--- src/rtl/rxq_pkg.sv ---
package rxq_pkg;

  localparam int CHAR_W = 9;

  typedef struct packed {
    logic [CHAR_W-1:0] data;
    logic              perr;
    logic              ferr;
    logic              nerr;
  } rxq_entry_t;

  // Fill level selected by the 3-bit code, counted including the holding register.
  function automatic int thr_level(input logic [2:0] code, input int depth);
    int lvl;
    case (code)
      3'd0:    lvl = depth >> 3;
      3'd1:    lvl = depth >> 2;
      3'd2:    lvl = depth >> 1;
      3'd3:    lvl = (depth >> 1) + (depth >> 2);
      3'd4:    lvl = depth - (depth >> 3);
      default: lvl = depth;
    endcase
    if (lvl < 1) lvl = 1;
    return lvl;
  endfunction

endpackage

--- src/rtl/rxq_ring.sv ---
module rxq_ring
  import rxq_pkg::*;
#(
  parameter int DEPTH = 16
) (
  input  logic                           clk,
  input  logic                           rst_n,
  input  logic                           flush,
  input  logic                           push,
  input  logic                           pop,
  input  rxq_entry_t                     din,
  output rxq_entry_t                     head,
  output logic [$clog2(DEPTH+1)-1:0]     cnt
);

  localparam int AW = (DEPTH > 1) ? $clog2(DEPTH) : 1;
  localparam int CW = $clog2(DEPTH + 1);

  rxq_entry_t     mem [DEPTH];
  logic [AW-1:0]  wp;
  logic [AW-1:0]  rp;
  logic [CW-1:0]  cnt_q;

  function automatic logic [AW-1:0] bump(input logic [AW-1:0] p);
    return (p == AW'(DEPTH - 1)) ? '0 : p + AW'(1);
  endfunction

  always_ff @(posedge clk) begin
    if (push) mem[wp] <= din;
  end

  always_ff @(posedge clk or negedge rst_n) begin
    if (!rst_n) begin
      wp    <= '0;
      rp    <= '0;
      cnt_q <= '0;
    end else if (flush) begin
      wp    <= '0;
      rp    <= '0;
      cnt_q <= '0;
    end else begin
      if (push) wp <= bump(wp);
      if (pop)  rp <= bump(rp);
      if (push && !pop)      cnt_q <= cnt_q + CW'(1);
      else if (pop && !push) cnt_q <= cnt_q - CW'(1);
    end
  end

  assign head = mem[rp];
  assign cnt  = cnt_q;

endmodule

--- src/rtl/rxq_hold.sv ---
module rxq_hold
  import rxq_pkg::*;
(
  input  logic              clk,
  input  logic              rst_n,
  input  logic              load,
  input  logic              clear,
  input  rxq_entry_t        src,
  input  logic              clr_pe,
  input  logic              clr_fe,
  input  logic              clr_ne,
  output logic [CHAR_W-1:0] data,
  output logic              valid,
  output logic              pe,
  output logic              fe,
  output logic              ne
);

  always_ff @(posedge clk or negedge rst_n) begin
    if (!rst_n) data <= '0;
    else if (load) data <= src.data;
  end

  always_ff @(posedge clk or negedge rst_n) begin
    if (!rst_n)     valid <= 1'b0;
    else if (clear) valid <= 1'b0;
    else if (load)  valid <= 1'b1;
  end

  // Error flags are taken from the entry when it loads; each clears on its own strobe.
  always_ff @(posedge clk or negedge rst_n) begin
    if (!rst_n) begin
      pe <= 1'b0;
      fe <= 1'b0;
      ne <= 1'b0;
    end else if (clear) begin
      pe <= 1'b0;
      fe <= 1'b0;
      ne <= 1'b0;
    end else if (load) begin
      pe <= src.perr;
      fe <= src.ferr;
      ne <= src.nerr;
    end else begin
      if (clr_pe) pe <= 1'b0;
      if (clr_fe) fe <= 1'b0;
      if (clr_ne) ne <= 1'b0;
    end
  end

endmodule

--- src/rtl/rxq_ovr.sv ---
module rxq_ovr (
  input  logic clk,
  input  logic rst_n,
  input  logic set,
  input  logic clr,
  input  logic dis,
  output logic flag
);

  always_ff @(posedge clk or negedge rst_n) begin
    if (!rst_n)    flag <= 1'b0;
    else if (dis)  flag <= 1'b0;
    else if (set)  flag <= 1'b1;
    else if (clr)  flag <= 1'b0;
  end

endmodule

--- src/rtl/rxq_core.sv ---
module rxq_core
  import rxq_pkg::*;
#(
  parameter int DEPTH = 16
) (
  input  logic              clk,
  input  logic              rst_n,
  input  logic              rx_valid,
  input  logic [8:0]        rx_data,
  input  logic              rx_perr,
  input  logic              rx_ferr,
  input  logic              rx_nerr,
  input  logic              rd_en,
  input  logic              flush,
  input  logic              ovr_off,
  input  logic [2:0]        thr_cfg,
  input  logic              clr_pe,
  input  logic              clr_fe,
  input  logic              clr_ne,
  input  logic              clr_ore,
  output logic [8:0]        rd_data,
  output logic              not_empty,
  output logic              full,
  output logic              thr_hit,
  output logic              ovr,
  output logic              pe_flag,
  output logic              fe_flag,
  output logic              ne_flag
);

  localparam int CAP = DEPTH + 1;
  localparam int FCW = $clog2(DEPTH + 1);
  localparam int CW  = $clog2(CAP + 1);

  rxq_entry_t     in_ent;
  rxq_entry_t     head_ent;
  rxq_entry_t     hold_src;
  logic [FCW-1:0] fifo_cnt;
  logic           fifo_empty;
  logic           hold_v;
  logic [CW-1:0]  fill;
  logic [CW-1:0]  lvl;

  // Named internal events, observed by the checker.
  logic acc;
  logic pop;
  logic fifo_push;
  logic fifo_pop;
  logic hold_load;
  logic hold_clear;
  logic overrun_evt;

  assign in_ent = '{data: rx_data, perr: rx_perr, ferr: rx_ferr, nerr: rx_nerr};

  assign fill       = CW'(fifo_cnt) + CW'(hold_v);
  assign full       = (fill == CW'(CAP));
  assign fifo_empty = (fifo_cnt == '0);

  assign acc         = rx_valid && !full && !flush;
  assign pop         = rd_en && hold_v && !flush;
  assign overrun_evt = rx_valid && full;

  assign hold_load  = (pop && (!fifo_empty || acc)) || (!hold_v && acc);
  assign hold_src   = (pop && !fifo_empty) ? head_ent : in_ent;
  assign hold_clear = flush || (pop && !hold_load);
  assign fifo_pop   = pop && !fifo_empty;
  assign fifo_push  = acc && hold_v && !(pop && fifo_empty);

  assign lvl     = CW'(thr_level(thr_cfg, DEPTH));
  assign thr_hit = (fill >= lvl);

  rxq_ring #(.DEPTH(DEPTH)) u_ring (
    .clk   (clk),
    .rst_n (rst_n),
    .flush (flush),
    .push  (fifo_push),
    .pop   (fifo_pop),
    .din   (in_ent),
    .head  (head_ent),
    .cnt   (fifo_cnt)
  );

  rxq_hold u_hold (
    .clk    (clk),
    .rst_n  (rst_n),
    .load   (hold_load),
    .clear  (hold_clear),
    .src    (hold_src),
    .clr_pe (clr_pe),
    .clr_fe (clr_fe),
    .clr_ne (clr_ne),
    .data   (rd_data),
    .valid  (hold_v),
    .pe     (pe_flag),
    .fe     (fe_flag),
    .ne     (ne_flag)
  );

  rxq_ovr u_ovr (
    .clk   (clk),
    .rst_n (rst_n),
    .set   (overrun_evt),
    .clr   (clr_ore),
    .dis   (ovr_off),
    .flag  (ovr)
  );

  assign not_empty = hold_v;

endmodule

--- config.mk ---
export PLATFORM = sky130hd
export DESIGN_NAME = rxq_core
export DESIGN_NICKNAME = d
export VERILOG_FILES = /design/src/rtl/rxq_pkg.sv /design/src/rtl/rxq_ring.sv /design/src/rtl/rxq_hold.sv /design/src/rtl/rxq_ovr.sv /design/src/rtl/rxq_core.sv
export SDC_FILE = /design/constraint.sdc
export NUM_CORES = 1
export LEC_CHECK = 0
export BUFFER_PORTS_ARGS = -buffer_cell sky130_fd_sc_hd__buf_4
export CAP_MARGIN = 30
export CORE_MARGIN = 5
export CORE_UTILIZATION = 55
export DETAILED_ROUTE_END_ITERATION = 6
export PLACE_DENSITY = 0.84
export RECOVER_POWER = 100
export SYNTH_ARGS = -nofsm -noshare
export SYNTH_HDL_FRONTEND = slang
export SYNTH_SLANG_ARGS = --single-unit
--- constraint.sdc ---
create_clock -name clk -period 3.25 [get_ports clk]
set_input_delay 0.325 -clock clk [delete_from_list [all_inputs] [get_ports clk]]
set_output_delay 0.325 -clock clk [all_outputs]
set_load 0.02 [all_outputs]
## Word-level counts from Yosys, hierarchy flattened

Memory sizes are Yosys's and may differ from the RTL's.
Cells that the tools add are included.

| word-level totals | value |
|---|---|
| bits in writable memories | 192 |
| register bits | 27 |
| output and inout port bits | 16 |
| logic and storage cells | 87 |
| memories kept | 1 |
| bits of input ports | 25 |

| operators by class | value |
|---|---|
| reductions and logical operators | 35 |
| add/subtract/negate cells | 5 |
| mux-type cells | 28 |
| order comparisons | 2 |
| eq/ne operators | 7 |

Memories:

| memory | depth | bits a word | read ports | clocked after memory_dff | wr ports | line | text |
|---|---|---|---|---|---|---|---|
| u_ring.mem | 16 | 12 | 1 | 0 | 1 | rxq_ring.sv:19 | `rxq_entry_t mem [DEPTH];` |

Operator list:

| operator | count |
|---|---|
| $lt 32x2->1 const B | 1 |
| $pmux 5 s5 | 1 |
| $mux 4 | 6 |
| $mux 5 | 4 |
| $mux 1 | 16 |
| $reduce_bool 3->1 | 5 |
| $logic_and 1x1->1 | 14 |
| $mux 12 | 1 |
| $add 4x1->4 const B | 2 |
| $eq 4x4->1 const B | 2 |
| $logic_not 1->1 | 8 |
| $eq 3x2->1 const B | 2 |
| $reduce_bool 2->1 | 3 |
| $add 5x1->5 | 1 |
| $add 5x1->5 const B | 1 |
| $eq 5x5->1 const B | 1 |
| $ge 5x5->1 | 1 |
| $logic_not 5->1 | 1 |
| $sub 5x1->5 const B | 1 |
| $eq 3x1->1 const B | 1 |
| $eq 3x3->1 const B | 1 |
| $logic_not 3->1 | 1 |
| $logic_or 1x1->1 | 3 |

## Longest topological paths before layout

Gate-level depths: netlist of the first run.

| depth | value |
|---|---|
| depth in word-level cells | 12 |
| depth in mapped cells | 13 |

## Modules after synthesis

Synthesis of the first run repeated with hierarchy kept, for this count alone.

| second synthesis, totals | value |
|---|---|
| cells, all modules | 498 |
| area total of the unflattened synthesis | 9,270.1 µm² |

By module, submodules not included:

| module | cells each | seq. area each (µm²) | times used | area each (µm²) |
|---|---|---|---|---|
| rxq_ring | 405 | 6,090.8 | 1 | 8,172.8 |
| rxq_hold | 33 | 325.3 | 1 | 531.8 |
| rxq_core | 56 | 0.0 | 1 | 521.8 |
| rxq_ovr | 4 | 25.0 | 1 | 43.8 |

## Worst setup path after synthesis of the first run

Ideal clock, no wire load.

| timing | value |
|---|---|
| path kind | reg2reg |
| from | register u_hold.valid |
| to | register u_ring.cnt_q[4] (netlist: u_ring.cnt[4]) |
| setup slack | -0.096 ns |
| arrival | 3.221 ns |
| period minus slack after synthesis | 3.346 ns |
| stages on the path, launching flop included | 14 |
| path buffers | 1 |
| library setup time | 0.125 ns |
| path through | dfrtp_1 -> ha_1 -> ha_1 -> nor3b_1 -> a31oi_1 -> o41ai_2 -> buf_2 -> or3_1 -> fa_1 -> a21o_1 -> a21oi_1 -> nor2_1 -> mux2i_1 -> mux2_2 |

| on the way | value |
|---|---|
| longest elaborated chain between the ends | 10 |
| elaborated cells on any way between the ends | 19 |

RTL lines:

| item | line | text |
|---|---|---|
| start, declared | rxq_hold.sv:13 | `output logic valid,` |
| start signal, assigned | rxq_hold.sv:25 | `if (!rst_n) valid <= 1'b0;` |
| start signal, assigned | rxq_hold.sv:26 | `else if (clear) valid <= 1'b0;` |
| start signal, assigned | rxq_hold.sv:27 | `else if (load) valid <= 1'b1;` |
| $add 5x1->5 | rxq_core.sv:55 | `assign fill = CW'(fifo_cnt) + CW'(hold_v);` |
| $eq 5x5->1 | rxq_core.sv:56 | `assign full = (fill == CW'(CAP));` |
| $logic_not 1->1 | rxq_core.sv:59 | `assign acc = rx_valid && !full && !flush;` |
| $logic_and 1x1->1 (2 in a row) | rxq_core.sv:59 |  |
| $logic_and 1x1->1 (2 in a row) | rxq_core.sv:67 | `assign fifo_push = acc && hold_v && !(pop && fifo_empty);` |
| $logic_and 1x1->1 / $logic_not 1->1 (equally long branches) | rxq_ring.sv:44, rxq_ring.sv:45 |  |
| $mux 5 / $logic_and 1x1->1 (equally long branches) | rxq_ring.sv:44, rxq_ring.sv:45 |  |
| $mux 5 / $reduce_bool 3->1 (equally long branches) | - |  |
| end signal, assigned | rxq_ring.sv:44 | `if (push && !pop) cnt_q <= cnt_q + CW'(1);` |
| end signal, assigned | rxq_ring.sv:45 | `else if (pop && !push) cnt_q <= cnt_q - CW'(1);` |
| end, declared | rxq_ring.sv:22 | `logic [CW-1:0] cnt_q;` |

Parallel ways exist; a longest one is shown, timed or not.
A chain may end at the register's enable or synchronous reset.

## Final worst setup path of the first run

Same ends and word-level chain as after synthesis.

==> run summary, run 1 <==
The routed via count came out at 4729. In this run the worst path has a maximum fanout of 4. The pin count of the biggest net entering global routing came out at 53. The ratio of routed vias to standard cells is 6.23. The cell area reported after detailed placement is 9720 µm². The setup slack at placement came out at 0.108 ns.

The sequential share of the synthesized area came out at 70.7%. The run finished, with violations left. Detailed placement ended at an HPWL of 11.2 mm. The floorplan die area came out at 19200 µm².

The leakage power of the design came out at 3.44 nW. For this run, the slowest stage of the critical path takes 0.44 ns. The number of standard cells after synthesis is 467. The detailed router's first-iteration violation count came out at 383. The worst endpoint required time is 3.64 ns. The clock sink count is 219. The core area came out at 16400 µm². The count of cell types in the netlist is 46. In the synthesized netlist the dominant register cell turns out to be sky130_fd_sc_hd__edfxtp_1. The weighted congestion at the end of routability-driven global placement came out at 0.832. The depth of the worst register-to-register path is 12. The die is 139 µm tall. The total stage count of the critical path is 12. For the pin with the worst max-slew slack, the measured transition is 1.87 ns. The largest individual stage delay along the critical path comes from the cell sky130_fd_sc_hd__or3_1. The final-layout fill cell count is 1115. The post-layout total power came out at 0.00611 W.

Buffers inserted during clock tree synthesis total 22. The tree is rooted in a sky130_fd_sc_hd__clkbuf_16. Dividing the detail-routed wire length by the instance count gives 25.5 µm. The total area of sequential cells is 6450 µm². The number of nets in the finished design came out at 563. Summing all multi-input logic gate instances after layout gives 2510 µm². The antenna diode count came out at 0. The layout-stage area growth over the synthesis result came out at 14.3%. The final cycle utilization of the critical path came out at 95.8%.

The global-route wire length before repair is 30.0 mm. In the final layout, the share of cells above drive strength 1 is 25.8%. The dominant cell type by count on the critical path is sky130_fd_sc_hd__ha_1. The maximum level of the CTS H-tree is 1. In this run the cell area of the synthesized design comes to 9110 µm². The startpoint identified for the worst register-to-register timing path is u_hold.valid$_DFFE_PN0P_. In the post-route analysis, the smallest setup slack over all paths is 0.136 ns. The register-to-register setup slack came out at 0.14 ns.

The highest attainable clock frequency is 321 MHz. The worst setup path is captured at a flip-flop. Grouping stages by cell kind, the critical path spends the most delay in adder cells. The worst register-to-register path ends at u_ring.cnt[4]$_DFFE_PN0P_.

The class of the tightest hold or removal check is input pin to flip-flop. The number of antenna violations at the first check in global routing came out at 0. Across the run, the number of max-cap violations was 1. The areal power density over the cells came out at 586 nW/µm².

The number of buffer cells added on primary ports is 40. In this run the worst setup path begins at u_hold.valid$_DFFE_PN0P_. No sink is reached through more buffers than the 3 on the longest clock path. The synthesized netlist net count is 507. The number of setup buffers added after CTS is 0. The first TritonRoute pass finished after 5 iterations. Yosys printed 0 warnings. The total number of placement rows is 47. In the synthesized netlist the async set-or-reset flop fraction comes to 12.3%. The total count of max-transition violations in the final report is 28. Yosys attributes the largest share of cell area to sky130_fd_sc_hd__edfxtp_1 63%, sky130_fd_sc_hd__mux4_2 15%, sky130_fd_sc_hd__dfrtp_1 7.4%. The total wire length is 19.4 mm. The global router's overall resource usage came out at 20.4%. The number of global-route vias before repair is 5044.

The die boundary width came out at 139 µm. The starting density of the core is 55.5%. The sum of negative setup slack came out at 0 ns. The number of flops mapped to enable cells by yosys came out at 192. TritonCTS built the clock tree. The clock slew seen by the registers of the worst setup and hold paths is 0.06 ns. The fraction of synthesized cell area taken by the top area cell type is 63.3%.

Counting I/O delays and the setup requirement, the final critical path takes 3.11 ns. The number of design rule violations left after detail routing came out at 0. The worst setup path endpoint is u_ring.cnt[4]$_DFFE_PN0P_. The final reports fail on max-capacitance violations, max-slew violations. The remaining antenna violation count after routing is 0. The setup violation total in the final timing report is 0. Pin placement for this block handled 41 I/O pins. At the later pin of the worst-skew pair, clock insertion delay measures 0.52 ns. The setup skew after layout is 0.0222 ns.

Global routing finished with a remaining overflow of 0. Across the VDD grid, the largest voltage drop is 0.493 mV. The dominant cell type by area after synthesis is sky130_fd_sc_hd__edfxtp_1. The flip-flop and latch count after synthesis came out at 219. The critical path contains buffers and inverters numbering 0 combined. The area of all placed cells without fillers came out at 10400 µm².

The worst setup path is launched from a flip-flop. Traced cell by cell, the critical path runs through ha_1 -> ha_1 -> nor3b_1 -> a31oi_2 -> o41ai_2 -> or3_1 -> fa_1 -> a21o_1 -> a21oi_1 -> nor2_1 -> mux2i_1 -> mux2_2. The worst setup path is of the flip-flop to flip-flop kind. Setup repair after global routing left no endpoint under its margin. The final-report hold violation count is 0.

In this run the tightest slew margin relative to its limit is -24.5%. Data arrives at the worst endpoint at 3.51 ns. The average size of a mapped cell is 19.5 µm².
==> cell usage in the layout (no fill, tap or decap), types with 3 or more instances in the layout <==
cell type	Yosys	layout
sky130_fd_sc_hd__and3_2	0	5
sky130_fd_sc_hd__edfxtp_1	192	192
sky130_fd_sc_hd__inv_1	10	10
sky130_fd_sc_hd__or2_0	2	3
sky130_fd_sc_hd__mux2i_1	6	6
sky130_fd_sc_hd__o211ai_1	6	7
sky130_fd_sc_hd__o21ai_0	5	5
sky130_fd_sc_hd__bufinv_16	0	4
sky130_fd_sc_hd__or2_1	7	6
sky130_fd_sc_hd__nand2b_1	8	8
sky130_fd_sc_hd__ha_1	14	14
sky130_fd_sc_hd__and3_1	14	9
sky130_fd_sc_hd__a21oi_1	11	11
sky130_fd_sc_hd__xor2_1	3	3
sky130_fd_sc_hd__mux4_2	60	60
sky130_fd_sc_hd__mux2_2	5	4
sky130_fd_sc_hd__nor2_1	15	15
sky130_fd_sc_hd__nand3_1	6	6
sky130_fd_sc_hd__clkbuf_16	0	22
sky130_fd_sc_hd__clkinv_2	0	5
sky130_fd_sc_hd__nand2_1	3	3
sky130_fd_sc_hd__buf_12	0	3
sky130_fd_sc_hd__xnor2_1	4	4
sky130_fd_sc_hd__o221a_1	7	7
sky130_fd_sc_hd__nor3_1	5	5
sky130_fd_sc_hd__clkbuf_1	13	31
sky130_fd_sc_hd__nor2b_1	8	8
sky130_fd_sc_hd__buf_4	4	17
sky130_fd_sc_hd__dfrtp_1	27	24
==> area by class of cell <==
cell class / count / area share (%)
clock buffers: 24 / 5.45
clock inverters: 16 / 2.11
inverters: 10 / 0.360
multi-input cells: 215 / 24.1
flip-flops and latches: 219 / 61.9
well taps: 220 / 2.64
repair buffers: 55 / 3.44
==> cell families after synthesis <==
group           after synthesis  synth area share, %
buf+inv                      33                 1.68
flops                       219                 70.7
simple gates                 78                 4.83
xor+xnor                      7                0.673
compound gates               44                 3.89
fa+ha+maj                    15                 2.14
mux                          71                 16.1
==> how the worst min path moves through the flow <==
| stage | cells past startpoint | endpoint | start |
|---|---|---|---|
| final | 3 | u_ovr.flag$_DFFE_PN0P_ | rx_valid |
| after detailed placement | 1 | u_ring.cnt[0]$_DFFE_PN0P_ | rst_n |
| after global routing | 3 | u_ovr.flag$_DFFE_PN0P_ | rx_valid |
| after global placement | 1 | u_hold.fe$_DFFE_PN0P_ | rst_n |
| after CTS | 3 | u_ovr.flag$_DFFE_PN0P_ | rx_valid |
| after floorplan | 0 | u_hold.data[0]$_DFFE_PN0P_ | rst_n |
==> timing repair <==
item	CTS	global route
gates resized for setup	0	7
hold buffers	2	0
endpoints found under the hold margin	28	0
setup endpoints to repair	0	137
==> registers in the layout (all words and copies together), names as in the netlist <==
signal	count
u_hold.data	9
u_hold.fe	1
u_hold.ne	1
u_hold.pe	1
u_hold.valid	1
u_ovr.flag	1
u_ring.cnt	5
u_ring.mem	192
u_ring.rp	4
u_ring.wp	4
==> cells in the mapped netlist, types with 2 or more instances <==
| master | instances |
|---|---|
| sky130_fd_sc_hd__o21a_1 | 2 |
| sky130_fd_sc_hd__xor2_1 | 3 |
| sky130_fd_sc_hd__buf_2 | 5 |
| sky130_fd_sc_hd__dfrtp_1 | 27 |
| sky130_fd_sc_hd__nor2b_1 | 8 |
| sky130_fd_sc_hd__or2_0 | 2 |
| sky130_fd_sc_hd__edfxtp_1 | 192 |
| sky130_fd_sc_hd__mux4_2 | 60 |
| sky130_fd_sc_hd__buf_4 | 4 |
| sky130_fd_sc_hd__or2_1 | 7 |
| sky130_fd_sc_hd__o211ai_1 | 6 |
| sky130_fd_sc_hd__nand3_1 | 6 |
| sky130_fd_sc_hd__ha_1 | 14 |
| sky130_fd_sc_hd__mux2i_1 | 6 |
| sky130_fd_sc_hd__nand2b_1 | 8 |
| sky130_fd_sc_hd__xnor2_1 | 4 |
| sky130_fd_sc_hd__o221a_1 | 7 |
| sky130_fd_sc_hd__nand2_1 | 3 |
| sky130_fd_sc_hd__a21oi_1 | 11 |
| sky130_fd_sc_hd__clkbuf_1 | 13 |
| sky130_fd_sc_hd__nor4_1 | 2 |
| sky130_fd_sc_hd__and2_1 | 2 |
| sky130_fd_sc_hd__nor3_1 | 5 |
| sky130_fd_sc_hd__o221a_2 | 2 |
| sky130_fd_sc_hd__and3_1 | 14 |
| sky130_fd_sc_hd__o21ai_0 | 5 |
| sky130_fd_sc_hd__inv_1 | 10 |
| sky130_fd_sc_hd__nor2_1 | 15 |
| sky130_fd_sc_hd__mux2_2 | 5 |
| sky130_fd_sc_hd__a21o_1 | 2 |
| sky130_fd_sc_hd__or3_1 | 2 |
==> metrics by stage <==
| step | utilization (%) | hold WS (ns) | instances |
|---|---|---|---|
| global route | 63.5 | 0.112 | 759 |
| CTS | 64.2 | 0.0845 | 758 |
| global placement | 59.2 | 0.278 | 716 |
| detailed placement | 59.2 | 0.297 | 716 |
| finish | 63.5 | 0.0911 | 759 |
| floorplan | - | 0.0294 | 467 |
==> routing by layer <==
layer	vias up	routed length, µm	global-route usage (%)
met5	-	0	0
met4	0	549	5.66
met3	39	1180	3.10
met2	213	10400	36.8
met1	2459	7240	26.0
li1	2018	-	-
==> report_power, final <==
| part | total (W) | leakage (nW) | switching, W | internal, W |
|---|---|---|---|---|
| logic | 0.000298 | 0.993 | 0.000182 | 0.000116 |
| clock network | 0.00269 | 0.382 | 0.00108 | 0.00161 |
| registers | 0.00312 | 2.07 | 0.0000312 | 0.00309 |
==> worst min-delay path, delay by kind of cell <==
kind / cells / cell delay [ns]
simple gates: 1 / 0.08
buf+inv: 1 / 0.10
compound gates: 1 / 0.06
No activity file was read; power rests on OpenSTA's default activity.
==> run 2: changes to the inputs <==
--- a/config.mk
+++ b/config.mk
@@ -8,9 +8,9 @@
 export BUFFER_PORTS_ARGS = -buffer_cell sky130_fd_sc_hd__buf_4
 export CAP_MARGIN = 30
 export CORE_MARGIN = 5
-export CORE_UTILIZATION = 55
+export CORE_UTILIZATION = 61
 export DETAILED_ROUTE_END_ITERATION = 6
-export PLACE_DENSITY = 0.84
+export PLACE_DENSITY = 0.88
 export RECOVER_POWER = 100
 export SYNTH_ARGS = -nofsm -noshare
 export SYNTH_HDL_FRONTEND = slang
==> constraint.sdc (replaced) <==
create_clock -name clk -period 3.11 [get_ports clk]
set_input_delay 0.311 -clock clk [delete_from_list [all_inputs] [get_ports clk]]
set_output_delay 0.311 -clock clk [all_outputs]
set_load 0.02 [all_outputs]
==> run 2 against run 1 <==
  * The flow still finishes with violations (max-capacitance violations, max-slew violations)
  * Via count is 0.23% higher
  * Critical path depth did not move
  * Global-route usage increased by 1.5 points
  * Power increased by 3.4%
  * First-iteration DRC count increased by 58%
  * Sequential power increased by 5%
  * Sequential share of layout area grew 0.38 points
  * Hold slack improved by 0.051 ns
  * Wire length decreased by 1.8%
  * Die area shrank 9.1%
  * Highest routed layer is now met5
==> run summary, run 2 (same netlist as run 1, synthesis figures left out) <==
The root cell of the clock tree is sky130_fd_sc_hd__clkbuf_16. The areal power density over the cells is 610 nW/µm². The die covers 17500 µm². The number of design rule violations left after detail routing is 0.

The clock sink count came out at 219. The setup skew after layout came out at 0.0127 ns. The leakage power of the design is 3.41 nW.

After layout, the worst path uses 96.2% of the clock period. Broken down by cell family, the worst path's largest delay share belongs to adder cells. The HPWL reported at the end of detailed placement came out at 11.4 mm.

The first detailed-routing pass ran for 5 iterations. The worst endpoint required time is 3.49 ns. The CTS tree is done. The proportion of power drawn by flip-flops and latches came out at 51.7%. The measured slew at the worst slew-check pin is 1.69 ns. In this run the standard cell core region covers 14600 µm². The number of buffers created by CTS is 22. The class of the tightest hold or removal check is input pin to flip-flop. The total area of sequential cells came out at 6450 µm². The post-layout total power came out at 0.00631 W. The number of buffers between clock root and the deepest sink came out at 3. The layout has 848 filler cells. The weighted congestion at the end of routability-driven global placement came out at 0.894. The maximum level of the CTS H-tree came out at 1.

For this design the total switching power over the nets is 0.00128 W. In this run, the combinational gates consume 5.0% of the power. The pin count of the biggest net entering global routing came out at 32. u_ring.mem holds more flip-flops than any other register. The final critical-path required period came out at 2.99 ns. The sum of negative setup slack is 0 ns.

The detail route stage leaves a number of antenna-violating nets equal to 0. The setup violation total in the final timing report is 0. The maximum ir drop on the vdd rail is 0.621 mV.

The maximum fanout encountered on the critical timing path is 4. The die boundary width came out at 132 µm. Measured in cells, the most critical reg-to-reg path has a length of 12. The number of nets in the finished design came out at 564.

The clock network fraction of design power is 43.2%. Headroom to the max-slew limit came out at -12.6%. The number of ports placed on the die boundary is 41. The clock latency at the later pin of the worst-skew pair came out at 0.49 ns.

The total overflow left after global routing is 0. The library cell used most frequently in the layout, excluding fill and tap cells, is sky130_fd_sc_hd__edfxtp_1. On the critical path, the stage with the largest delay is an instance of sky130_fd_sc_hd__or3_4.

The library cells used most frequently in the layout, excluding fill and tap cells, are 192 x sky130_fd_sc_hd__edfxtp_1, 60 x sky130_fd_sc_hd__mux4_2, 36 x sky130_fd_sc_hd__clkbuf_1. The repair_antennas step left the layout with diodes totalling 0. The signal on the critical path passes through ha_4 -> ha_2 -> nor3b_1 -> a31oi_2 -> o41ai_2 -> or3_4 -> fa_2 -> a21o_1 -> a21oi_2 -> nor2_1 -> mux2i_1 -> mux2_2. The total wire length came out at 19.0 mm.

The end of the worst register-to-register path is u_ring.cnt[4]$_DFFE_PN0P_. For this run, the slowest stage of the critical path takes 0.41 ns. For this configuration, the core starts out at a cell density of 62.5%. The global router's overall resource usage came out at 21.9%. The total count of max-transition violations in the final report came out at 28. Cells with a size suffix above 1 make up 27.6% of the layout. The critical path contains buffers and inverters numbering 0 combined. STA classifies the critical path endpoint as a flip-flop. The vertical extent of the die came out at 132 µm. Cell internal power was estimated by the tool at 0.00503 W. The number of antenna violations at the first check in global routing is 1. Max-cap violations in this run came to 1. In this run the core area contains 44 standard-cell rows. The first global-routing pass estimated 29.3 mm of wire.

The classification of the worst setup path is flip-flop to flip-flop. The final-report hold violation count was 0. The worst hold endpoint is u_ovr.flag$_DFFE_PN0P_. The worst register-to-register path has a setup slack of 0.12 ns.

The worst register-to-register path begins at u_ring.cnt[0]$_DFFE_PN0P_. The detailed router's first-iteration violation count is 606. The run finished, with violations left.

The highest attainable clock frequency came out at 334 MHz. The routed via count came out at 4740. Compared with the post-synthesis result, the final layout area differs by 13.6%. The routed length per instance came out at 26.3 µm. The worst setup path is launched from a flip-flop. During placement, the flow inserted port buffers numbering 40. The net switching fraction of the power is 20.3%.

STA puts the critical path data arrival time at 3.37 ns. The cell depth of the worst min-delay path came out at 3. The clock slew seen by the registers of the worst setup and hold paths is 0.06 ns. The startpoint identified for the worst hold timing path is rx_valid. The checks that failed: max-capacitance violations, max-slew violations. The area occupied by multi-input gates is 2550 µm².

The number of flip-flops under the largest register name is 192. The number of global-route vias before repair is 5015. The ratio of routed vias to standard cells is 6.55.
==> run 2: cell type report <==
type / count / area share, %
timing repair buffer: 56 / 3.19
clock buffer: 30 / 6.10
multi-input combinational: 215 / 24.6
clock inverter: 10 / 1.26
tap: 184 / 2.22
sequential: 219 / 62.3
inverter: 10 / 0.362
==> run 2: worst register-to-register path, stage by stage, from the launching register on <==
cell                      delay, ns
sky130_fd_sc_hd__dfrtp_1       0.39
sky130_fd_sc_hd__ha_4          0.15
sky130_fd_sc_hd__ha_2          0.21
sky130_fd_sc_hd__nor3b_1       0.07
sky130_fd_sc_hd__a31oi_2       0.22
sky130_fd_sc_hd__o41ai_2       0.11
sky130_fd_sc_hd__or3_4         0.41
sky130_fd_sc_hd__fa_2          0.37
sky130_fd_sc_hd__a21o_1        0.21
sky130_fd_sc_hd__a21oi_2       0.18
sky130_fd_sc_hd__nor2_1        0.06
sky130_fd_sc_hd__mux2i_1       0.16
sky130_fd_sc_hd__mux2_2        0.36
==> run 2: worst max-delay path by stage <==
stage                              start                            to  depth (start not counted)
2_1_floorplan   u_hold.valid$_DFFE_PN0P_     u_ring.cnt[4]$_DFFE_PN0P_                         13
3_3_place_gp    u_hold.valid$_DFFE_PN0P_     u_ring.cnt[4]$_DFFE_PN0P_                         12
3_5_place_dp   u_ring.cnt[0]$_DFFE_PN0P_  u_ring.mem[14][11]$_DFFE_PP_                          8
4_1_cts        u_ring.cnt[1]$_DFFE_PN0P_     u_ring.cnt[4]$_DFFE_PN0P_                         11
5_1_grt        u_ring.cnt[0]$_DFFE_PN0P_   u_ring.mem[11][8]$_DFFE_PP_                          8
6_report       u_ring.cnt[0]$_DFFE_PN0P_     u_ring.cnt[4]$_DFFE_PN0P_                         12
==> run 2: power groups by stage <==
| stage | Sequential, W | Clock, W | Combinational [W] |
|---|---|---|---|
| after floorplan | 0.00335 | 0 | 0.000160 |
| after global placement | 0.00332 | 0 | 0.000333 |
| after detailed placement | 0.00333 | 0 | 0.000348 |
| after CTS | 0.00327 | 0.00276 | 0.000353 |
| after global routing | 0.00327 | 0.00290 | 0.000344 |
| final | 0.00327 | 0.00273 | 0.000318 |
==> run 2: layer usage <==
metal / global-route usage [%] / wire length (µm) / up-vias
met5: 0 / 13 / -
met4: 8.94 / 784 / 2
met3: 4.12 / 1680 / 47
met2: 35.5 / 9400 / 254
met1: 29.8 / 7130 / 2404
li1: - / - / 2033
==> run 2: stage by stage <==
stage          cell area [µm²]  hold WS, ns  util [%]  std cells  worst slack (ns)
2_1_floorplan             9140       0.0154         -        467            0.0244
3_3_place_gp              9700        0.266      66.5        682             0.257
3_5_place_dp              9700        0.268      66.5        682             0.133
4_1_cts                  10500        0.113      71.9        724            0.0994
5_1_grt                  10400        0.148      71.0        724           -0.0483
6_report                 10400        0.142      71.0        724             0.117
==> run 2: what timing repair did <==
action / 4_1_cts / 5_1_grt
hold buffers: 2 / 0
endpoints found under the hold margin: 28 / 0
setup buffers: 0 / 0
setup endpoints to repair: 0 / 165
gates resized for setup: 0 / 13
==> run 3: changes to the inputs <==
--- a/config.mk
+++ b/config.mk
@@ -7,10 +7,12 @@
 export LEC_CHECK = 0
 export BUFFER_PORTS_ARGS = -buffer_cell sky130_fd_sc_hd__buf_4
 export CAP_MARGIN = 30
+export CELL_PAD_IN_SITES_DETAIL_PLACEMENT = 0
+export CELL_PAD_IN_SITES_GLOBAL_PLACEMENT = 1
 export CORE_MARGIN = 5
-export CORE_UTILIZATION = 61
+export CORE_UTILIZATION = 53
 export DETAILED_ROUTE_END_ITERATION = 6
-export PLACE_DENSITY = 0.88
+export PLACE_DENSITY = 0.87
 export RECOVER_POWER = 100
 export SYNTH_ARGS = -nofsm -noshare
 export SYNTH_HDL_FRONTEND = slang
==> run 3 against run 2 <==
  * The run still ends with max-capacitance violations, max-slew violations left
  * Flip-flop and latch count did not move
  * Clock skew rose by 0.0076 ns
  * Final cell count rose by 5.7%
  * Sequential power is essentially flat
  * Worst setup slack improved by 0.046 ns
  * Hold slack worse by 0.043 ns
  * Critical endpoint unchanged
  * Largest power group unchanged
==> run summary, run 3 (same netlist as run 1, synthesis figures left out) <==
The flow ran to the end, but the final reports show violations. The final reports fail on max-capacitance violations, max-slew violations. The final-report hold violation count came out at 0. The number of setup buffers added after CTS is 0.

The measured slew at the worst slew-check pin came out at 1.80 ns. The endpoint arrival time on the critical path is 3.33 ns. The internal power of the cells totals 0.00492 W. The count of placed standard cells including taps is 721. In this run the number of H-tree levels came out at 1. The tightest hold margin is 0.0986 ns.

The clock latency at the later pin of the worst-skew pair is 0.51 ns. The areal power density over the cells came out at 603 nW/µm². After detailed routing, the number of vias per cell comes to 6.15. With fillers left out, the area of the finished cells amounts to 10400 µm². The tightest slew margin relative to the limit is -19.9%. Summed over all cells, the static leakage comes to 3.41 nW. The setup skew after layout came out at 0.0202 ns. The die covers 19900 µm². The critical path is of the flip-flop to flip-flop type. The maximum fanout encountered on the critical timing path came out at 4. Leaving out fill and tap cells, the most frequent cells in the layout are 192 x sky130_fd_sc_hd__edfxtp_1, 60 x sky130_fd_sc_hd__mux4_2, 32 x sky130_fd_sc_hd__clkbuf_1. The HPWL reported at the end of detailed placement is 11.2 mm.

The number of design rule violations left after detail routing came out at 0. The clock slew seen by the registers of the worst setup and hold paths came out at 0.06 ns. The register with the most flip-flops in the layout has 192 of them. Ranked by flip-flop count, first place goes to u_ring.mem. The class of the tightest hold or removal check is input pin to flip-flop. The number of buffers created by CTS came out at 23. The count of maximum capacitance violations is 1.

Adding up every negative setup slack in the final design gives 0 ns. The number of antenna violations at the first check in global routing came out at 0. The routed length per instance is 24.8 µm. Compared with the post-synthesis result, the final layout area differs by 14.1%. The global router's overall resource usage is 19.6%.

The clock sink count is 219. The worst endpoint required time came out at 3.50 ns. The placed instances occupy a cell area of 9740 µm². The final layout contains routed wiring with a total length of 19.0 mm. The core region is 17100 µm². The kind of end point of the critical path is a flip-flop. Once detail routing completed, the nets flagged for antenna violations numbered 0. The total number of placement rows is 48. The detailed router's first-iteration violation count came out at 565.

In this run, flip-flops and latches consume 52.1% of the power. The final cycle utilization of the critical path is 94.8%. Across the VDD grid, the largest voltage drop is 0.677 mV.

Traced cell by cell, the critical path runs through ha_4 -> ha_2 -> nor3b_1 -> a31oi_2 -> o41ai_2 -> or3_4 -> ha_1 -> a21o_1 -> a21oi_1 -> nor2_1 -> mux2i_1 -> mux2_2. TritonCTS built the clock tree. In this run the vertical extent of the chip is 141 µm. In the final layout, the share of cells above drive strength 1 is 28.7%. The delay of the slowest critical-path stage came out at 0.42 ns. The setup violation total in the final timing report is 0. The net switching fraction of the power is 21.4%. The pre-antenna-repair detailed-routing pass consisted of 6 iterations. The final critical-path required period is 2.95 ns.

The cell sitting at the root of the clock tree is a sky130_fd_sc_hd__clkbuf_16. The total count of max-transition violations in the final report is 28. Per report_power, the clock group accounts for 42.9% of the total. Leaving out fill and tap cells, the most frequent cell in the layout is sky130_fd_sc_hd__edfxtp_1. The final-layout fill cell count is 1224. The clock passes through at most 3 buffers. The routed via count is 4708.

The slowest cell on the critical path is sky130_fd_sc_hd__dfrtp_2. The number of global-route vias before repair came out at 4898. The number of nets in the finished design came out at 563. The die boundary width came out at 141 µm. Setup repair after global routing left no endpoint under its margin. The number of ports placed on the die boundary came out at 41. The pin count of the biggest net entering global routing came out at 53. The starting density of the core is 53.4%. The power share of the combinational group came out at 5.1%. The area occupied by multi-input gates is 2550 µm².

The kind of launch point of the worst setup path is a flip-flop. Based on the critical path, the design can be clocked at up to 339 MHz. The global-route wire length before repair came out at 29.3 mm.

The sum of overflow across all layers after global routing is 0. The number of buffer cells added on primary ports came out at 40. Across the whole layout, storage elements account for 6450 µm². For this run, the number of standard cells in the final layout without fillers is 765. The net load switching power came out at 0.00134 W.

The antenna diode count came out at 0. The weighted congestion at the end of routability-driven global placement is 0.836.
## run 3: per-layer routing
layer	up-vias	global-route usage, %	wire length (µm)
li1	2027	-	-
met1	2435	27.3	7590
met2	203	31.8	9430
met3	43	3.83	1390
met4	0	6.02	586
met5	-	0	0
## run 3: power by group through the flow
stage	clock [W]	combinational [W]	sequential, W
detailed placement	0	0.000352	0.00332
global placement	0	0.000342	0.00332
global route	0.00287	0.000346	0.00326
CTS	0.00273	0.000356	0.00326
floorplan	0	0.000160	0.00335
finish	0.00269	0.000318	0.00326
## run 3: per-stage QoR
| step | util, % | setup slack [ns] | power (W) |
|---|---|---|---|
| 2_1_floorplan | - | 0.0244 | 0.00351 |
| 3_3_place_gp | 57.1 | 0.220 | 0.00366 |
| 3_5_place_dp | 57.1 | 0.0841 | 0.00367 |
| 4_1_cts | 61.6 | 0.0374 | 0.00634 |
| 5_1_grt | 60.9 | 0.0122 | 0.00648 |
| 6_report | 60.9 | 0.163 | 0.00626 |
## run 3: worst max-delay path, delay by kind of cell, from the launching register on
family	cells	cell delay [ns]
multiplexers	2	0.50
AO/OA/AOI/OAI	4	0.72
AND/OR/NAND/NOR	3	0.57
adder cells (fa/ha/maj)	3	0.63
flip-flops	1	0.42
## run 3: worst paths after layout
check | from | end | slack (ns) | cells after the start
worst max-delay path | u_hold.valid$_DFFE_PN0P_ | u_ring.cnt[4]$_DFFE_PN0P_ | 0.16 | 12
worst min-delay path | rx_valid | u_ovr.flag$_DFFE_PN0P_ | 0.1 | 3
worst max register to register | u_hold.valid$_DFFE_PN0P_ | u_ring.cnt[4]$_DFFE_PN0P_ | 0.16 | 12
worst min register to register | u_hold.data[2]$_DFFE_PN0P_ | u_hold.data[2]$_DFFE_PN0P_ | 0.56 | 1
max in group asynchronous | rst_n | u_ring.rp[0]$_DFFE_PN0P_ | 1.00 | 2
min in group asynchronous | rst_n | u_hold.data[7]$_DFFE_PN0P_ | 0.83 | 2
## run 3: final cells by class
type	instances	share of cell area, %
Clock buffer	29	6.23
Timing Repair Buffer	54	3.05
Clock inverter	13	1.04
Tap cell	225	2.71
Inverter	10	0.361
Multi-Input combinational cell	215	24.6
Sequential cell	219	62.0
## run 3: what timing repair did
item                                   4_1_cts  5_1_grt
gates resized for setup                      0       16
setup endpoints to repair                    0      169
hold buffers                                 2        0
endpoints found under the hold margin       28        0
